**src/rtl/pct_pkg.sv**
```systemverilog
package pct_pkg;

    localparam int CNT_W  = 16;
    localparam int BYTE_W = 8;
    localparam int ADDR_W = 3;
    localparam int RUN_W  = CNT_W + 1;

    typedef enum logic [1:0] {
        SHP_PULSE   = 2'd0,
        SHP_ONESHOT = 2'd1,
        SHP_SQUARE  = 2'd2,
        SHP_RSVD    = 2'd3
    } shape_e;

    typedef enum logic [1:0] {
        LNK_OFF   = 2'd0,
        LNK_GATE  = 2'd1,
        LNK_TRIG  = 2'd2,
        LNK_CLOCK = 2'd3
    } link_e;

    // bit order of the packed struct is the mode register layout, MSB first
    typedef struct packed {
        logic   cont;
        logic   out_en;
        logic   cnt_en;
        logic   trg_en;
        logic   gate_en;
        logic   retrig;
        shape_e shape;
    } mode_t;

    typedef enum logic [ADDR_W-1:0] {
        A_MODE   = 3'd0,
        A_CMD    = 3'd1,
        A_TC_HI  = 3'd2,
        A_TC_LO  = 3'd3,
        A_CNT_HI = 3'd4,
        A_CNT_LO = 3'd5,
        A_LINK   = 3'd6,
        A_SPARE  = 3'd7
    } addr_e;

    localparam int CMD_LATCH = 3;
    localparam int CMD_GATE  = 2;
    localparam int CMD_TRIG  = 1;
    localparam int ST_RUN    = 0;

    typedef struct packed {
        logic trig;
        logic step;
    } ctl_t;

    // zero time constant stands for the full 2**CNT_W range
    function automatic logic [RUN_W-1:0] load_value(input logic [CNT_W-1:0] tc);
        return (tc == '0) ? {1'b1, {CNT_W{1'b0}}} : {1'b0, tc};
    endfunction

endpackage

```
**src/rtl/pct_regs.sv**
```systemverilog
module pct_regs
    import pct_pkg::*;
(
    input  logic              clk,
    input  logic              rst,
    input  logic              bus_wr,
    input  logic              bus_rd,
    input  logic [ADDR_W-1:0] bus_addr,
    input  logic [BYTE_W-1:0] bus_wdata,
    output logic [BYTE_W-1:0] bus_rdata,
    input  logic [CNT_W-1:0]  cnt_now,
    input  logic              run,
    output mode_t             mode,
    output logic [CNT_W-1:0]  tc,
    output link_e             link,
    output logic              sw_gate,
    output logic              sw_trig
);

    mode_t            mode_q;
    logic [CNT_W-1:0] tc_q;
    link_e            link_q;
    logic             gate_q;
    logic             latch_q;
    logic [CNT_W-1:0] hold_q;
    logic [CNT_W-1:0] view;
    addr_e            sel;

    assign sel     = addr_e'(bus_addr);
    assign sw_trig = bus_wr && (sel == A_CMD) && bus_wdata[CMD_TRIG];
    assign mode    = mode_q;
    assign tc      = tc_q;
    assign link    = link_q;
    assign sw_gate = gate_q;
    assign view    = latch_q ? hold_q : cnt_now;

    always_ff @(posedge clk) begin
        if (rst) begin
            mode_q  <= '0;
            tc_q    <= '0;
            link_q  <= LNK_OFF;
            gate_q  <= 1'b0;
            latch_q <= 1'b0;
            hold_q  <= '0;
        end else if (bus_wr) begin
            case (sel)
                A_MODE:  mode_q <= mode_t'(bus_wdata);
                A_CMD: begin
                    gate_q <= bus_wdata[CMD_GATE];
                    if (bus_wdata[CMD_LATCH] && !latch_q) begin
                        latch_q <= 1'b1;
                        hold_q  <= cnt_now;
                    end
                end
                A_TC_HI: tc_q[CNT_W-1:BYTE_W] <= bus_wdata;
                A_TC_LO: tc_q[BYTE_W-1:0]     <= bus_wdata;
                A_LINK:  link_q <= link_e'(bus_wdata[1:0]);
                default: ;
            endcase
        end else if (bus_rd && (sel == A_CNT_LO)) begin
            latch_q <= 1'b0;
        end
    end

    always_comb begin
        bus_rdata = '0;
        case (sel)
            A_MODE:   bus_rdata = mode_q;
            A_CMD: begin
                bus_rdata[CMD_LATCH] = latch_q;
                bus_rdata[CMD_GATE]  = gate_q;
                bus_rdata[ST_RUN]    = run;
            end
            A_TC_HI:  bus_rdata = tc_q[CNT_W-1:BYTE_W];
            A_TC_LO:  bus_rdata = tc_q[BYTE_W-1:0];
            A_CNT_HI: bus_rdata = view[CNT_W-1:BYTE_W];
            A_CNT_LO: bus_rdata = view[BYTE_W-1:0];
            A_LINK:   bus_rdata[1:0] = link_q;
            default:  bus_rdata = '0;
        endcase
    end

endmodule

```
**src/rtl/pct_evsel.sv**
```systemverilog
module pct_evsel
    import pct_pkg::*;
(
    input  logic  clk,
    input  logic  rst,
    input  mode_t mode,
    input  link_e link,
    input  logic  sw_trig,
    input  logic  sw_gate,
    input  logic  ext_trig,
    input  logic  ext_gate,
    input  logic  ext_cnt,
    input  logic  link_in,
    output ctl_t  ctl
);

    logic trg_q, cnt_q, lnk_q;
    logic trg_rise, cnt_rise, lnk_rise;
    logic tick, gate_ok;

    always_ff @(posedge clk) begin
        if (rst) begin
            trg_q <= 1'b0;
            cnt_q <= 1'b0;
            lnk_q <= 1'b0;
        end else begin
            trg_q <= ext_trig;
            cnt_q <= ext_cnt;
            lnk_q <= link_in;
        end
    end

    assign trg_rise = ext_trig && !trg_q;
    assign cnt_rise = ext_cnt  && !cnt_q;
    assign lnk_rise = link_in  && !lnk_q;

    always_comb begin
        if (link == LNK_CLOCK)  tick = lnk_rise;
        else if (mode.cnt_en)   tick = cnt_rise;
        else                    tick = 1'b1;
        gate_ok  = sw_gate
                 && (!mode.gate_en || ext_gate)
                 && ((link != LNK_GATE) || link_in);
        ctl.step = gate_ok && tick;
        ctl.trig = sw_trig
                 || (mode.trg_en && trg_rise)
                 || ((link == LNK_TRIG) && lnk_rise);
    end

endmodule

```
**src/rtl/pct_core.sv**
```systemverilog
module pct_core
    import pct_pkg::*;
(
    input  logic             clk,
    input  logic             rst,
    input  mode_t            mode,
    input  logic [CNT_W-1:0] tc,
    input  ctl_t             ctl,
    output logic [RUN_W-1:0] cnt,
    output logic             run,
    output logic             wave,
    output logic             tc_evt
);

    logic [RUN_W-1:0] cnt_q;
    logic             run_q, wave_q, tcev_q;
    logic             accept, finish;

    assign accept = ctl.trig && (!run_q || mode.retrig);
    assign finish = run_q && ctl.step && !accept && (cnt_q == RUN_W'(1));

    always_ff @(posedge clk) begin
        if (rst) begin
            cnt_q  <= '0;
            run_q  <= 1'b0;
            wave_q <= 1'b0;
            tcev_q <= 1'b0;
        end else begin
            tcev_q <= finish;
            if (accept) begin
                cnt_q <= load_value(tc);
                run_q <= 1'b1;
                if (!run_q)
                    wave_q <= (mode.shape == SHP_ONESHOT);
                else if (mode.shape == SHP_ONESHOT)
                    wave_q <= 1'b1;
            end else if (finish) begin
                if (mode.cont) begin
                    cnt_q <= load_value(tc);
                end else begin
                    cnt_q <= '0;
                    run_q <= 1'b0;
                end
                case (mode.shape)
                    SHP_SQUARE: wave_q <= !wave_q;
                    default:    wave_q <= 1'b0;
                endcase
            end else if (run_q && ctl.step) begin
                cnt_q <= cnt_q - RUN_W'(1);
            end
        end
    end

    always_comb begin
        case (mode.shape)
            SHP_PULSE:   wave = run_q && (cnt_q == RUN_W'(1));
            SHP_ONESHOT: wave = wave_q;
            SHP_SQUARE:  wave = wave_q;
            default:     wave = 1'b0;
        endcase
    end

    assign cnt    = cnt_q;
    assign run    = run_q;
    assign tc_evt = tcev_q;

endmodule

```
**src/rtl/pct_timer.sv**
```systemverilog
module pct_timer
    import pct_pkg::*;
(
    input  logic              clk,
    input  logic              rst,
    input  logic              bus_wr,
    input  logic              bus_rd,
    input  logic [ADDR_W-1:0] bus_addr,
    input  logic [BYTE_W-1:0] bus_wdata,
    output logic [BYTE_W-1:0] bus_rdata,
    input  logic              ext_trig,
    input  logic              ext_gate,
    input  logic              ext_cnt,
    input  logic              link_in,
    output logic              tmr_out,
    output logic              chain_out,
    output logic              tc_evt
);

    mode_t            mode_w;
    logic [CNT_W-1:0] tc_w;
    link_e            link_w;
    logic             sw_gate_w, sw_trig_w;
    ctl_t             ctl_w;
    logic [RUN_W-1:0] cnt_w;
    logic             run_w, wave_w;

    pct_regs u_regs (
        .clk       (clk),
        .rst       (rst),
        .bus_wr    (bus_wr),
        .bus_rd    (bus_rd),
        .bus_addr  (bus_addr),
        .bus_wdata (bus_wdata),
        .bus_rdata (bus_rdata),
        .cnt_now   (cnt_w[CNT_W-1:0]),
        .run       (run_w),
        .mode      (mode_w),
        .tc        (tc_w),
        .link      (link_w),
        .sw_gate   (sw_gate_w),
        .sw_trig   (sw_trig_w)
    );

    pct_evsel u_evsel (
        .clk      (clk),
        .rst      (rst),
        .mode     (mode_w),
        .link     (link_w),
        .sw_trig  (sw_trig_w),
        .sw_gate  (sw_gate_w),
        .ext_trig (ext_trig),
        .ext_gate (ext_gate),
        .ext_cnt  (ext_cnt),
        .link_in  (link_in),
        .ctl      (ctl_w)
    );

    pct_core u_core (
        .clk    (clk),
        .rst    (rst),
        .mode   (mode_w),
        .tc     (tc_w),
        .ctl    (ctl_w),
        .cnt    (cnt_w),
        .run    (run_w),
        .wave   (wave_w),
        .tc_evt (tc_evt)
    );

    assign chain_out = wave_w;
    assign tmr_out   = mode_w.out_en && wave_w;

endmodule

```
**config.mk**
```make
export PLATFORM = sky130hd
export DESIGN_NAME = pct_timer
export DESIGN_NICKNAME = d
export VERILOG_FILES = /design/src/rtl/pct_pkg.sv /design/src/rtl/pct_regs.sv /design/src/rtl/pct_evsel.sv /design/src/rtl/pct_core.sv /design/src/rtl/pct_timer.sv
export SDC_FILE = /design/constraint.sdc
export NUM_CORES = 1
export LEC_CHECK = 0
export CORE_MARGIN = 3
export CORE_UTILIZATION = 35
export DETAILED_ROUTE_END_ITERATION = 12
export SYNTH_ARGS = -nofsm -noshare
export SYNTH_HDL_FRONTEND = slang
export SYNTH_SLANG_ARGS = --single-unit
```
**constraint.sdc**
```tcl
create_clock -name clk -period 5.56 [get_ports clk]
set_clock_uncertainty 0.15 [all_clocks]
set_input_delay 0.834 -clock clk [delete_from_list [all_inputs] [get_ports clk]]
set_output_delay 0.834 -clock clk [all_outputs]
set_load 0.03 [all_outputs]
```
==> metrics.txt <==
die extent in y 111 um; initial DRC count 395; Synth Cell Area 0.00383 mm2; via count 3477; average via count per standard cell 5.73; drt pass-1 iters 5; Setup crit end kind output pin; P&R area growth vs syn 12.6%; async set-or-reset flop fraction in the synthesized netlist 0; M3 GR Usage 0.0356; setup bufs post-CTS 0; Top Family by Delay on Critical Path buffers and inverters; Fin Setup TNS 0 ns; Post-synth EDFFs 0; total die area 0.0122 mm2; P_leak 1.54 nW; busiest grt layer met2; total power 939 uW; RSZ-0062 raised after global routing no; CTS HTree Levels 3; met2 usage 0.278; CP bufs+invs 2; clk sink count 67; max_cap viols 0; Worst R2R Path Depth 4; HP Class reg -> reg; post-CTS resize count 0; TritonCTS clock tree done; Reg2Reg Capture Point u_regs.hold_q[8]; WS Path Type in -> out; CP Cell Sequence clkdlybuf4s50_1 -> nor2b_1 -> nand2_1 -> o22ai_1 -> a21oi_1 -> o21ai_0 -> clkdlybuf4s50_1; Critical Path Slowest Stage Cell clkdlybuf4s50_1; R2R Setup Slk 3.05 ns; grt ovf 0; GP Congestion 0.868; hold path depth 2; fin nets 491; Final Non-Filler Cells 607; worst-margin pin slew 1.18 ns; largest net degree at the start of global routing 62; CP dominant cell by count clkdlybuf4s50_1; total core area 0.0105 mm2; crit start category input pin; Routed Antenna Nets 0; final period utilization 0.790; max incr delay on CP 0.99 ns; cts bufs inserted 9; GRT Total Usage 0.183; FP Rows 37; Seq/Total Area, Yosys 0.350; drt drc 0; Fill cells 1083; sink of the worst hold path u_regs.mode[3]; die width 111 um; vias in the first global route 3280; Cell Pwr Density 218 mW/mm2; Place WS 1.21 ns; Final Hold Viols 0; Yosys cell types 67; fin. max-slew vios 0; HPWL Detailed 8040 um; Syn. warnings 0; HP Start u_regs.mode[3]; worst vdd ir 94.9 uV; Post-Syn Nets 478; Reg clk slew, reported paths 0.07 ns; dpl cells 591; met1 usage 0.259; Initial Utilization 0.366; Clock Tree Root clkbuf_8; Critical Path AT 3.41 ns; CTS max path bufs 2; Max FO, Critical Path 18; first-pass GRT wire length 17900 um; WL/cell 18.3 um; outcome completed; Skew-Pair Late Insertion Delay 0.35 ns; I/O pin count 30; ratio of cells with drive above 1 in the final layout 0.0892; Hold-fix buffers, CTS 0; final setup fails 0; Synth Area per Inst 8.45 um2; Ant. Diodes 0; post-synthesis register bit count 67; Mapped Cells 453; initial antenna violation count 0; Max Clk Rate 228 MHz; CP Data Required Time 4.58 ns; min Tclk post-route 4.39 ns; port bufs 29; setup slack after layout 1.17 ns; R2R Path Start u_regs.latch_q; Detailed Route WL 11100 um; Hold Slack 0.348 ns; Post-synth top flop dfxtp_1; Max-Slew Margin vs Limit 0.216
## state kept, by name, indices dropped and copies added (netlist names), 2 cells and up
signal         count
u_regs.mode        8
u_regs.hold_q     16
u_regs.tc         16
u_regs.link        2
u_core.cnt        17
## area by class of cell
type	instances	area (um2)	area share
multi-input combinational	344	2300	0.533
clock inverter	3	15.0	0.00348
inverter	13	48.8	0.0113
sequential	67	1340	0.311
tap	136	170	0.0395
timing repair buffer	31	300	0.0696
clock buffer	13	139	0.0322
## synthesized netlist by cell type, drive strengths merged (4+ instances only)
library cell | instances | area (um2)
a31oi | 4 | 31.3
o2bb2ai | 4 | 35.0
nor2 | 55 | 211
o21ai | 22 | 110
nand2b | 10 | 62.6
nor3 | 9 | 95.1
a21oi | 34 | 181
ha | 6 | 75.1
o32ai | 5 | 43.8
nor4 | 10 | 77.6
a22oi | 6 | 50.1
clkbuf | 13 | 48.8
buf | 16 | 91.3
nor2b | 6 | 37.5
o211ai | 5 | 37.5
mux2i | 45 | 450
nand3 | 11 | 67.6
nand2 | 62 | 235
inv | 13 | 48.8
dfxtp | 67 | 1340
## where the power goes
group | internal [mW] | switching (mW) | leakage (nW) | total (mW)
logic | 0.0406 | 0.0576 | 0.914 | 0.0983
registers | 0.487 | 0.0126 | 0.542 | 0.500
clock network | 0.160 | 0.180 | 0.0812 | 0.340
## through the flow
step / area (um2) / util
floorplan: 3830 / -
global placement: 4160 / 0.398
detailed placement: 4160 / 0.398
CTS: 4310 / 0.412
finish: 4310 / 0.412
global route: 4310 / 0.412
## worst register-to-register path, stage by stage (launching register included)
cell and delay (ns):
dfxtp_1 0.84, inv_1 0.19, nand3_1 0.84, mux2i_1 0.30
nor2_1 0.06
## worst max path at each step
stage | to | from | depth (start not counted) | slack (ns)
floorplan | bus_rdata[1] | bus_addr[1] | 6 | 2.39
global placement | bus_rdata[0] | bus_addr[0] | 7 | 1.30
detailed placement | bus_rdata[0] | bus_addr[0] | 7 | 1.21
CTS | bus_rdata[0] | bus_addr[0] | 7 | 1.20
global route | bus_rdata[0] | bus_addr[0] | 7 | 0.93
finish | bus_rdata[0] | bus_addr[0] | 7 | 1.17
## cell usage in the layout, fill, tap and decap left out, drive strengths merged, types with 2 or more instances in the layout
cell           Yosys  layout
nor2b              6       6
o221ai             3       3
o32ai              5       5
nor2              55      55
mux4               3       3
nand2b            10      10
inv               13      13
clkdlybuf4s50      0      28
buf               16       3
and3               3       3
a221oi             3       3
o211ai             5       5
or3                2       2
a211oi             2       2
o22ai              3       3
ha                 6       6
and2               2       2
clkinv             0       3
clkbuf            13      13
dfxtp             67      67
mux2               2       2
o21ai             22      22
nand3             11      11
a21oi             34      34
nor4              10      10
a22oi              6       6
a31oi              4       4
nor3               9       9
a2bb2oi            2       2
nand2             62      62
mux2i             45      45
o2bb2ai            4       4
nor4b              2       2
nand3b             2       2
o21a               3       3
## layer usage
layer | up-vias | wire (um)
met5 | - | 0
met3 | 17 | 807
met2 | 156 | 4920
li1 | 1651 | -
met1 | 1653 | 5190
met4 | 0 | 178
## cells by family (layout without fill, tap and decap cells)
family                   Yosys count  count (layout)  synth area share
adder cells (fa/ha/maj)            6               6            0.0196
AND/OR/NAND/NOR                  181             181             0.248
buffers and inverters             42              60            0.0493
AO/OA/AOI/OAI                    106             106             0.188
multiplexers                      50              50             0.143
flip-flops                        67              67             0.350
XOR/XNOR                           1               1           0.00229
No activity file was read; power rests on OpenSTA's default activity.
